$ cat src/rtl/march_pkg.sv
package march_pkg;
  localparam int ELEM_W = 4;
  localparam int OPS_MAX = 5;

  // op code: bit 2 = write, bits 1:0 = data pattern (0 zeros, 1 ones, 2 even bits, 3 odd bits)
  typedef logic [2:0] mop_t;
  localparam mop_t OP_R0  = 3'b000;
  localparam mop_t OP_R1  = 3'b001;
  localparam mop_t OP_R01 = 3'b010;
  localparam mop_t OP_R10 = 3'b011;
  localparam mop_t OP_W0  = 3'b100;
  localparam mop_t OP_W1  = 3'b101;
  localparam mop_t OP_W01 = 3'b110;
  localparam mop_t OP_W10 = 3'b111;

  typedef struct packed {
    logic                    down;
    logic                    last;
    logic [2:0]              nops;
    mop_t [OPS_MAX-1:0]      ops;
  } elem_t;

  function automatic elem_t mk_elem(logic dn, logic lst, logic [2:0] n,
                                    mop_t a, mop_t b, mop_t c, mop_t d, mop_t e);
    elem_t r;
    r.down = dn;
    r.last = lst;
    r.nops = n;
    r.ops  = {e, d, c, b, a};
    return r;
  endfunction

  function automatic elem_t y_elem(logic [ELEM_W-1:0] idx);
    case (idx)
      4'd0:    return mk_elem(1'b0, 1'b0, 3'd1, OP_W0, OP_R0, OP_R0, OP_R0, OP_R0);
      4'd1:    return mk_elem(1'b0, 1'b0, 3'd3, OP_R0, OP_W1, OP_R1, OP_R0, OP_R0);
      4'd2:    return mk_elem(1'b1, 1'b0, 3'd3, OP_R1, OP_W0, OP_R0, OP_R0, OP_R0);
      default: return mk_elem(1'b0, 1'b1, 3'd1, OP_R0, OP_R0, OP_R0, OP_R0, OP_R0);
    endcase
  endfunction

  function automatic elem_t lr_elem(logic [ELEM_W-1:0] idx, logic fin);
    case (idx)
      4'd0:    return mk_elem(1'b0, 1'b0, 3'd1, OP_W0, OP_R0, OP_R0, OP_R0, OP_R0);
      4'd1:    return mk_elem(1'b1, 1'b0, 3'd2, OP_R0, OP_W1, OP_R0, OP_R0, OP_R0);
      4'd2:    return mk_elem(1'b0, 1'b0, 3'd5, OP_R1, OP_W0, OP_R0, OP_R0, OP_W1);
      4'd3:    return mk_elem(1'b0, 1'b0, 3'd2, OP_R1, OP_W0, OP_R0, OP_R0, OP_R0);
      4'd4:    return mk_elem(1'b0, 1'b0, 3'd5, OP_R0, OP_W1, OP_R1, OP_R1, OP_W0);
      default: return mk_elem(1'b0, fin,  3'd1, OP_R0, OP_R0, OP_R0, OP_R0, OP_R0);
    endcase
  endfunction

  function automatic elem_t bg_elem(logic [ELEM_W-1:0] idx);
    if (idx < 4'd6) return lr_elem(idx, 1'b0);
    case (idx)
      4'd6:    return mk_elem(1'b0, 1'b0, 3'd4, OP_R0, OP_W01, OP_W10, OP_R10, OP_R0);
      4'd7:    return mk_elem(1'b0, 1'b0, 3'd3, OP_R10, OP_W01, OP_R01, OP_R0, OP_R0);
      default: return mk_elem(1'b0, 1'b1, 3'd1, OP_R01, OP_R0, OP_R0, OP_R0, OP_R0);
    endcase
  endfunction

  function automatic elem_t march_elem(logic [1:0] alg, logic [ELEM_W-1:0] idx);
    case (alg)
      2'd1:    return lr_elem(idx, 1'b1);
      2'd2:    return bg_elem(idx);
      default: return y_elem(idx);
    endcase
  endfunction
endpackage

$ cat src/rtl/march_addr_gen.sv
module march_addr_gen #(
  parameter int ADDR_W = 4
) (
  input  logic              clk,
  input  logic              rst_n,
  input  logic              ld_i,
  input  logic              ld_down_i,
  input  logic              step_i,
  input  logic              dir_down_i,
  output logic [ADDR_W-1:0] addr_o,
  output logic              at_end_o
);
  localparam logic [ADDR_W-1:0] ADDR_MAX = {ADDR_W{1'b1}};

  logic [ADDR_W-1:0] addr_q;

  always_ff @(posedge clk or negedge rst_n) begin
    if (!rst_n)      addr_q <= '0;
    else if (ld_i)   addr_q <= ld_down_i ? ADDR_MAX : '0;
    else if (step_i) addr_q <= dir_down_i ? addr_q - 1'b1 : addr_q + 1'b1;
  end

  assign addr_o   = addr_q;
  assign at_end_o = dir_down_i ? (addr_q == '0) : (addr_q == ADDR_MAX);

  assert_no_wrap_R11: assert property (@(posedge clk) disable iff (!rst_n)
    step_i |-> !at_end_o);
  assert_ld_step_excl_R11: assert property (@(posedge clk) disable iff (!rst_n)
    !(ld_i && step_i));
endmodule

$ cat src/rtl/march_ctrl.sv
module march_ctrl
  import march_pkg::*;
#(
  parameter int DATA_W = 8
) (
  input  logic              clk,
  input  logic              rst_n,
  input  logic              start_i,
  input  logic [1:0]        alg_i,
  input  logic              at_end_i,
  output logic              ld_o,
  output logic              ld_down_o,
  output logic              step_o,
  output logic              dir_down_o,
  output logic              issue_o,
  output logic              we_o,
  output logic [DATA_W-1:0] wdata_o,
  output logic [ELEM_W-1:0] elem_o,
  output logic              clear_o,
  output logic              busy_o,
  output logic              done_o
);
  typedef enum logic [1:0] {S_IDLE, S_RUN, S_DRAIN, S_DONE} st_e;

  st_e               st_q;
  logic [1:0]        alg_q;
  logic [ELEM_W-1:0] elem_q;
  logic [2:0]        op_q;
  elem_t             cur, nxt, first;
  mop_t              cur_op;
  logic              accept, in_run, last_op;

  function automatic logic [DATA_W-1:0] pat_word(logic [1:0] p);
    logic [DATA_W-1:0] w;
    for (int i = 0; i < DATA_W; i++)
      w[i] = (p == 2'd1) || (p == 2'd2 && (i % 2) == 0) || (p == 2'd3 && (i % 2) == 1);
    return w;
  endfunction

  always_comb begin
    cur    = march_elem(alg_q, elem_q);
    nxt    = march_elem(alg_q, elem_q + 1'b1);
    first  = march_elem(alg_i, '0);
    cur_op = cur.ops[op_q];
  end

  assign accept  = start_i && (st_q == S_IDLE || st_q == S_DONE);
  assign in_run  = (st_q == S_RUN);
  assign last_op = (op_q == cur.nops - 3'd1);

  assign ld_o       = accept || (in_run && last_op && at_end_i && !cur.last);
  assign ld_down_o  = accept ? first.down : nxt.down;
  assign step_o     = in_run && last_op && !at_end_i;
  assign dir_down_o = cur.down;
  assign issue_o    = in_run;
  assign we_o       = in_run && cur_op[2];
  assign wdata_o    = pat_word(cur_op[1:0]);
  assign elem_o     = elem_q;
  assign clear_o    = accept;
  assign busy_o     = in_run || (st_q == S_DRAIN);
  assign done_o     = (st_q == S_DONE);

  always_ff @(posedge clk or negedge rst_n) begin
    if (!rst_n) begin
      st_q   <= S_IDLE;
      alg_q  <= '0;
      elem_q <= '0;
      op_q   <= '0;
    end else if (accept) begin
      st_q   <= S_RUN;
      alg_q  <= alg_i;
      elem_q <= '0;
      op_q   <= '0;
    end else begin
      case (st_q)
        S_RUN: begin
          if (last_op) begin
            op_q <= '0;
            if (at_end_i) begin
              if (cur.last) st_q <= S_DRAIN;
              else          elem_q <= elem_q + 1'b1;
            end
          end else begin
            op_q <= op_q + 1'b1;
          end
        end
        S_DRAIN: st_q <= S_DONE;
        default: st_q <= st_q;
      endcase
    end
  end

  assert_we_while_busy_R3: assert property (@(posedge clk) disable iff (!rst_n)
    we_o |-> busy_o);
  assert_done_busy_excl_R10: assert property (@(posedge clk) disable iff (!rst_n)
    !(done_o && busy_o));
  assert_busy_ends_done_R10: assert property (@(posedge clk) disable iff (!rst_n)
    $fell(busy_o) |-> done_o);
endmodule

$ cat src/rtl/march_cmp.sv
module march_cmp #(
  parameter int ADDR_W = 4,
  parameter int DATA_W = 8,
  parameter int ELEM_W = 4
) (
  input  logic              clk,
  input  logic              rst_n,
  input  logic              clear_i,
  input  logic              rd_issue_i,
  input  logic [DATA_W-1:0] exp_i,
  input  logic [ADDR_W-1:0] addr_i,
  input  logic [ELEM_W-1:0] elem_i,
  input  logic [DATA_W-1:0] rdata_i,
  output logic              fail_o,
  output logic [ADDR_W-1:0] fail_addr_o,
  output logic [ELEM_W-1:0] fail_elem_o
);
  logic              pend_q;
  logic [DATA_W-1:0] exp_q;
  logic [ADDR_W-1:0] addr_q;
  logic [ELEM_W-1:0] elem_q;
  logic              fail_q;
  logic [ADDR_W-1:0] faddr_q;
  logic [ELEM_W-1:0] felem_q;
  logic              miss;

  // stage aligned with the one-cycle RAM read latency
  always_ff @(posedge clk or negedge rst_n) begin
    if (!rst_n) begin
      pend_q <= 1'b0;
      exp_q  <= '0;
      addr_q <= '0;
      elem_q <= '0;
    end else begin
      pend_q <= rd_issue_i;
      if (rd_issue_i) begin
        exp_q  <= exp_i;
        addr_q <= addr_i;
        elem_q <= elem_i;
      end
    end
  end

  assign miss = pend_q && (rdata_i != exp_q);

  always_ff @(posedge clk or negedge rst_n) begin
    if (!rst_n) begin
      fail_q  <= 1'b0;
      faddr_q <= '0;
      felem_q <= '0;
    end else if (clear_i) begin
      fail_q  <= 1'b0;
    end else if (miss && !fail_q) begin
      fail_q  <= 1'b1;
      faddr_q <= addr_q;
      felem_q <= elem_q;
    end
  end

  assign fail_o      = fail_q;
  assign fail_addr_o = faddr_q;
  assign fail_elem_o = felem_q;

  assert_fail_sticky_R9: assert property (@(posedge clk) disable iff (!rst_n)
    fail_q && !clear_i |=> fail_q);
  assert_fail_addr_hold_R9: assert property (@(posedge clk) disable iff (!rst_n)
    fail_q && !clear_i |=> $stable(faddr_q) && $stable(felem_q));
endmodule

$ cat src/rtl/march_seq_top.sv
module march_seq_top
  import march_pkg::*;
#(
  parameter int ADDR_W = 4,
  parameter int DATA_W = 8
) (
  input  logic              clk,
  input  logic              rst_n,
  input  logic              start_i,
  input  logic [1:0]        alg_sel_i,
  output logic              busy_o,
  output logic              done_o,
  output logic [ADDR_W-1:0] mem_addr_o,
  output logic              mem_we_o,
  output logic [DATA_W-1:0] mem_wdata_o,
  input  logic [DATA_W-1:0] mem_rdata_i,
  output logic              fail_o,
  output logic [ADDR_W-1:0] fail_addr_o,
  output logic [3:0]        fail_elem_o
);
  logic              ld, ld_down, step, dir_down, at_end, issue, we, clear;
  logic [DATA_W-1:0] wdata;
  logic [ELEM_W-1:0] elem;
  logic [ADDR_W-1:0] addr;

  march_ctrl #(.DATA_W(DATA_W)) ctrl_i (
    .clk(clk), .rst_n(rst_n), .start_i(start_i), .alg_i(alg_sel_i),
    .at_end_i(at_end), .ld_o(ld), .ld_down_o(ld_down), .step_o(step),
    .dir_down_o(dir_down), .issue_o(issue), .we_o(we), .wdata_o(wdata),
    .elem_o(elem), .clear_o(clear), .busy_o(busy_o), .done_o(done_o)
  );

  march_addr_gen #(.ADDR_W(ADDR_W)) addr_i (
    .clk(clk), .rst_n(rst_n), .ld_i(ld), .ld_down_i(ld_down), .step_i(step),
    .dir_down_i(dir_down), .addr_o(addr), .at_end_o(at_end)
  );

  march_cmp #(.ADDR_W(ADDR_W), .DATA_W(DATA_W), .ELEM_W(ELEM_W)) cmp_i (
    .clk(clk), .rst_n(rst_n), .clear_i(clear), .rd_issue_i(issue && !we),
    .exp_i(wdata), .addr_i(addr), .elem_i(elem), .rdata_i(mem_rdata_i),
    .fail_o(fail_o), .fail_addr_o(fail_addr_o), .fail_elem_o(fail_elem_o)
  );

  assign mem_addr_o  = addr;
  assign mem_we_o    = we;
  assign mem_wdata_o = wdata;
endmodule

$ cat config.mk
export PLATFORM = sky130hd
export DESIGN_NAME = march_seq_top
export DESIGN_NICKNAME = d
export VERILOG_FILES = /design/src/rtl/march_pkg.sv /design/src/rtl/march_addr_gen.sv /design/src/rtl/march_ctrl.sv /design/src/rtl/march_cmp.sv /design/src/rtl/march_seq_top.sv
export SDC_FILE = /design/constraint.sdc
export NUM_CORES = 1
export LEC_CHECK = 0
export BUFFER_PORTS_ARGS = -buffer_cell sky130_fd_sc_hd__buf_2
export CAP_MARGIN = 20
export CELL_PAD_IN_SITES_DETAIL_PLACEMENT = 1
export CELL_PAD_IN_SITES_GLOBAL_PLACEMENT = 2
export CORE_MARGIN = 5
export CORE_UTILIZATION = 39
export CTS_BUF_LIST = sky130_fd_sc_hd__clkbuf_8 sky130_fd_sc_hd__clkbuf_16
export DETAILED_ROUTE_END_ITERATION = 10
export GPL_TIMING_DRIVEN = 0
export PLACE_DENSITY = 0.92
export SYNTH_ARGS = -nofsm -noshare
export SYNTH_HDL_FRONTEND = slang
export SYNTH_SLANG_ARGS = --single-unit
$ cat constraint.sdc
create_clock -name clk -period 4.7 [get_ports clk]
set_input_delay 0.235 -clock clk [delete_from_list [all_inputs] [get_ports clk]]
set_output_delay 0.235 -clock clk [all_outputs]
set_load 0.05 [all_outputs]
==> results.toml <==
[outcome]
outcome = "finished clean"

[floorplan]
dieArea_um2 = 8330
pin_count = 37
initial_core_util_pct = 40.3
core_um2 = 6390
die_h_um = 91.3
rows = 29
die_w_um = 91.3

[worst_setup_path]
critical_path_arrival_ns = 3.90
crit_required_ns = 4.87
crit_chain = "buf_2 > inv_1 > ha_1 > nor2_1 > nor2_1 > a21oi_1 > a22o_1 > ha_1 > xnor2_1 > nor2_1 > mux2i_2 > nor4_4 > nor4_1 > a221o_1"
critPathTopFamily = "simple AND/OR/NAND/NOR gates"
rrSetupSlack_ns = 0.98
critPathBufInv = 2
critPathCaptureType = "register"
crit_path_top_delay_cell = "nor4_4"
crit_path_start_kind = "register"
crit_type = "reg -> reg"
cp_common_cell = "nor2_1"
cpPeakStageDelay_ns = 0.55
worstPathMaxFanout = 9

[timing]
drv_slew = 0
setup_tns_ns = 0
finalCritPeriodShare_pct = 79.3
period_minus_slack_ns = 3.72
slew_headroom_pct = 45.7
worst-slew-pin-transition_ns = 0.815
rsz0062_at_grt = "false"
finClkSkew_ns = 0.00928
setup_viol_count_final = 0
fin_ws_ns = 0.975
hold_ws_ns = 0.0289
final-hold-violation-count = 0
max_freq_ghz = 0.268

[layout]
fin_area_um2 = 2940
area_growth_pct = 14.2
finalNetCount = 345
drive_above_1_share_pct = 28.1
antenna_cells = 0

[synth]
yosysMostFrequentCell = "dfrtp_1"
synth.area.top_cells = "dfrtp_1 (34%), mux2_2 (7.9%), ha_1 (7.3%)"
yosys.area.top_type_share_pct = 34.0
synth_edf_count = 0
post_synth_inst_count = 273
synth_ff_type = "dfrtp_1"
synthArstFlopShare_pct = 100
synth_top_cell_by_area = "dfrtp_1"
postSynthAreaPerCell_um2 = 9.44
ys_ff_latch = 35
synth-seq-area-share_pct = 34.0
synth_common_cells = "dfrtp_1 (35), nor2_1 (20), mux2_2 (18), nand2_1 (17), a21oi_1 (16)"
synth_warnings = 0
syn_area_um2 = 2580
synth_cell_type_count = 61
syn-num-nets = 302

[power_and_ir_drop]
p_leak_nw = 1.38
power_density_nw_per_um2 = 730
power_w = 0.00215
vdd_ir_drop_max_v = 0.000491

[clock_network]
tritoncts = "built"
path_clk_slew_ns = 0.08
cts-root-buf = "clkbuf_8"
cts_max_level = 2
cts_buffer_depth = 2
cts_hold_buf = 0
cts_resized = 0
clock_sinks = 35
cts_setup_buffers = 0
numCtsBuffers = 5
clk-insertion-delay-late_ns = 0.29

[global_routing]
grt_pass1_vias = 2242
grt_first_pass_wirelength_um = 11600
grt-ovfl-total = 0
gr-usage-all-layers_pct = 16.9
grt_max_degree = 36
antenna_found_initial = 0

[detailed_routing]
drcViolationCount = 0
vias_per_cell = 5.72
ant_nets = 0
dr.pass1.iters = 4
drt-total-wl_um = 7020
vias = 2252
wl_per_cell_um = 17.8
drt_iter0_drc = 110

[placed_design]
portBuffers = 36
pre_cts_ws_ns = 1.02
placed_area_um2 = 2850
gp_congestion = 0.884
hpwl_um = 5280

[min_path]
hold_path_class = "in -> async"

[run]
cap_viol_max_count = 0
-- metrics by stage --
stage / utilization [%] / std cells
3_3_place_gp: 44.7 / 386
2_1_floorplan: - / 273
4_1_cts: 46.1 / 394
3_5_place_dp: 44.7 / 386
5_1_grt: 46.1 / 394
6_report: 46.1 / 394
-- cells by family (layout without fill, tap and decap cells) --
logic type	Yosys count	count (layout)	synth area share, %
flops	35	35	34.0
buf+inv	35	79	6.80
fa+ha+maj	16	16	8.06
xor+xnor	8	8	3.01
mux	23	23	10.1
simple gates	87	87	19.1
compound gates	69	69	18.9
-- power breakdown --
group	internal, W	switching [W]
Combinational	0.000487	0.000961
Clock	0.000103	0.000114
Sequential	0.000402	0.0000802
-- final cells by class --
type	instances	area, µm²
buffer	22	126
inverter	13	48.8
timing repair buffer	36	180
clock inverter	3	20.0
multi-input combinational	203	1530
clock buffer	5	68.8
tap	77	96.3
fill	781	3440
sequential	35	876
-- sequential cells by signal, indices dropped and copies added (netlist names) --
register / count
addr_i.addr_o: 4
cmp_i.addr_q: 4
cmp_i.elem_q: 4
cmp_i.exp_q: 2
cmp_i.fail_addr_o: 4
cmp_i.fail_elem_o: 4
cmp_i.fail_o: 1
cmp_i.pend_q: 1
ctrl_i.alg_q: 2
ctrl_i.elem_o: 4
ctrl_i.op_q: 3
ctrl_i.st_q: 2
-- routing by layer --
metal	share of wire [%]	vias up	wire length (µm)	GRT usage, %
li1	-	1074	-	-
met1	45	1114	3180	23.2
met2	48	60	3350	28.1
met3	6.4	4	452	3.39
met4	0.48	0	34	2.93
met5	0	-	0	0
-- cells in the final DEF, fill, tap and decap left out, drive strengths merged, types with 2 or more instances in the layout --
| master | instances |
|---|---|
| nand2 | 17 |
| a21o | 5 |
| nor4 | 6 |
| o21ai | 16 |
| or3b | 2 |
| nand3 | 6 |
| inv | 13 |
| o211ai | 2 |
| nand2b | 4 |
| a31oi | 5 |
| o21a | 3 |
| nor2b | 4 |
| nand4 | 2 |
| xnor2 | 4 |
| mux2i | 5 |
| clkinvlp | 2 |
| nand3b | 3 |
| mux2 | 18 |
| dfrtp | 35 |
| buf | 52 |
| ha | 15 |
| a21oi | 16 |
| clkbuf | 11 |
| xor2 | 4 |
| nor3b | 3 |
| or4 | 3 |
| o22ai | 3 |
| or3 | 5 |
| nor3 | 3 |
| nor2 | 20 |
| and3 | 3 |
| and2 | 3 |
-- worst paths after layout --
check,startpoint,endpoint,cells after the start
worst max-delay path,ctrl_i.elem_o[1]$_DFFE_PN0P_,addr_i.addr_o[3]$_DFFE_PN0P_,14
worst min-delay path,rst_n,cmp_i.fail_addr_o[1]$_DFFE_PN0P_,1
max in group asynchronous,rst_n,ctrl_i.elem_o[3]$_DFFE_PN0P_,1
worst min register to register,cmp_i.fail_elem_o[3]$_DFFE_PN0P_,cmp_i.fail_elem_o[3]$_DFFE_PN0P_,1
worst max register to register,ctrl_i.elem_o[1]$_DFFE_PN0P_,addr_i.addr_o[3]$_DFFE_PN0P_,14
min in group clk,alg_sel_i[0],ctrl_i.alg_q[0]$_DFFE_PN0P_,3
No activity file was read; power rests on OpenSTA's default activity.
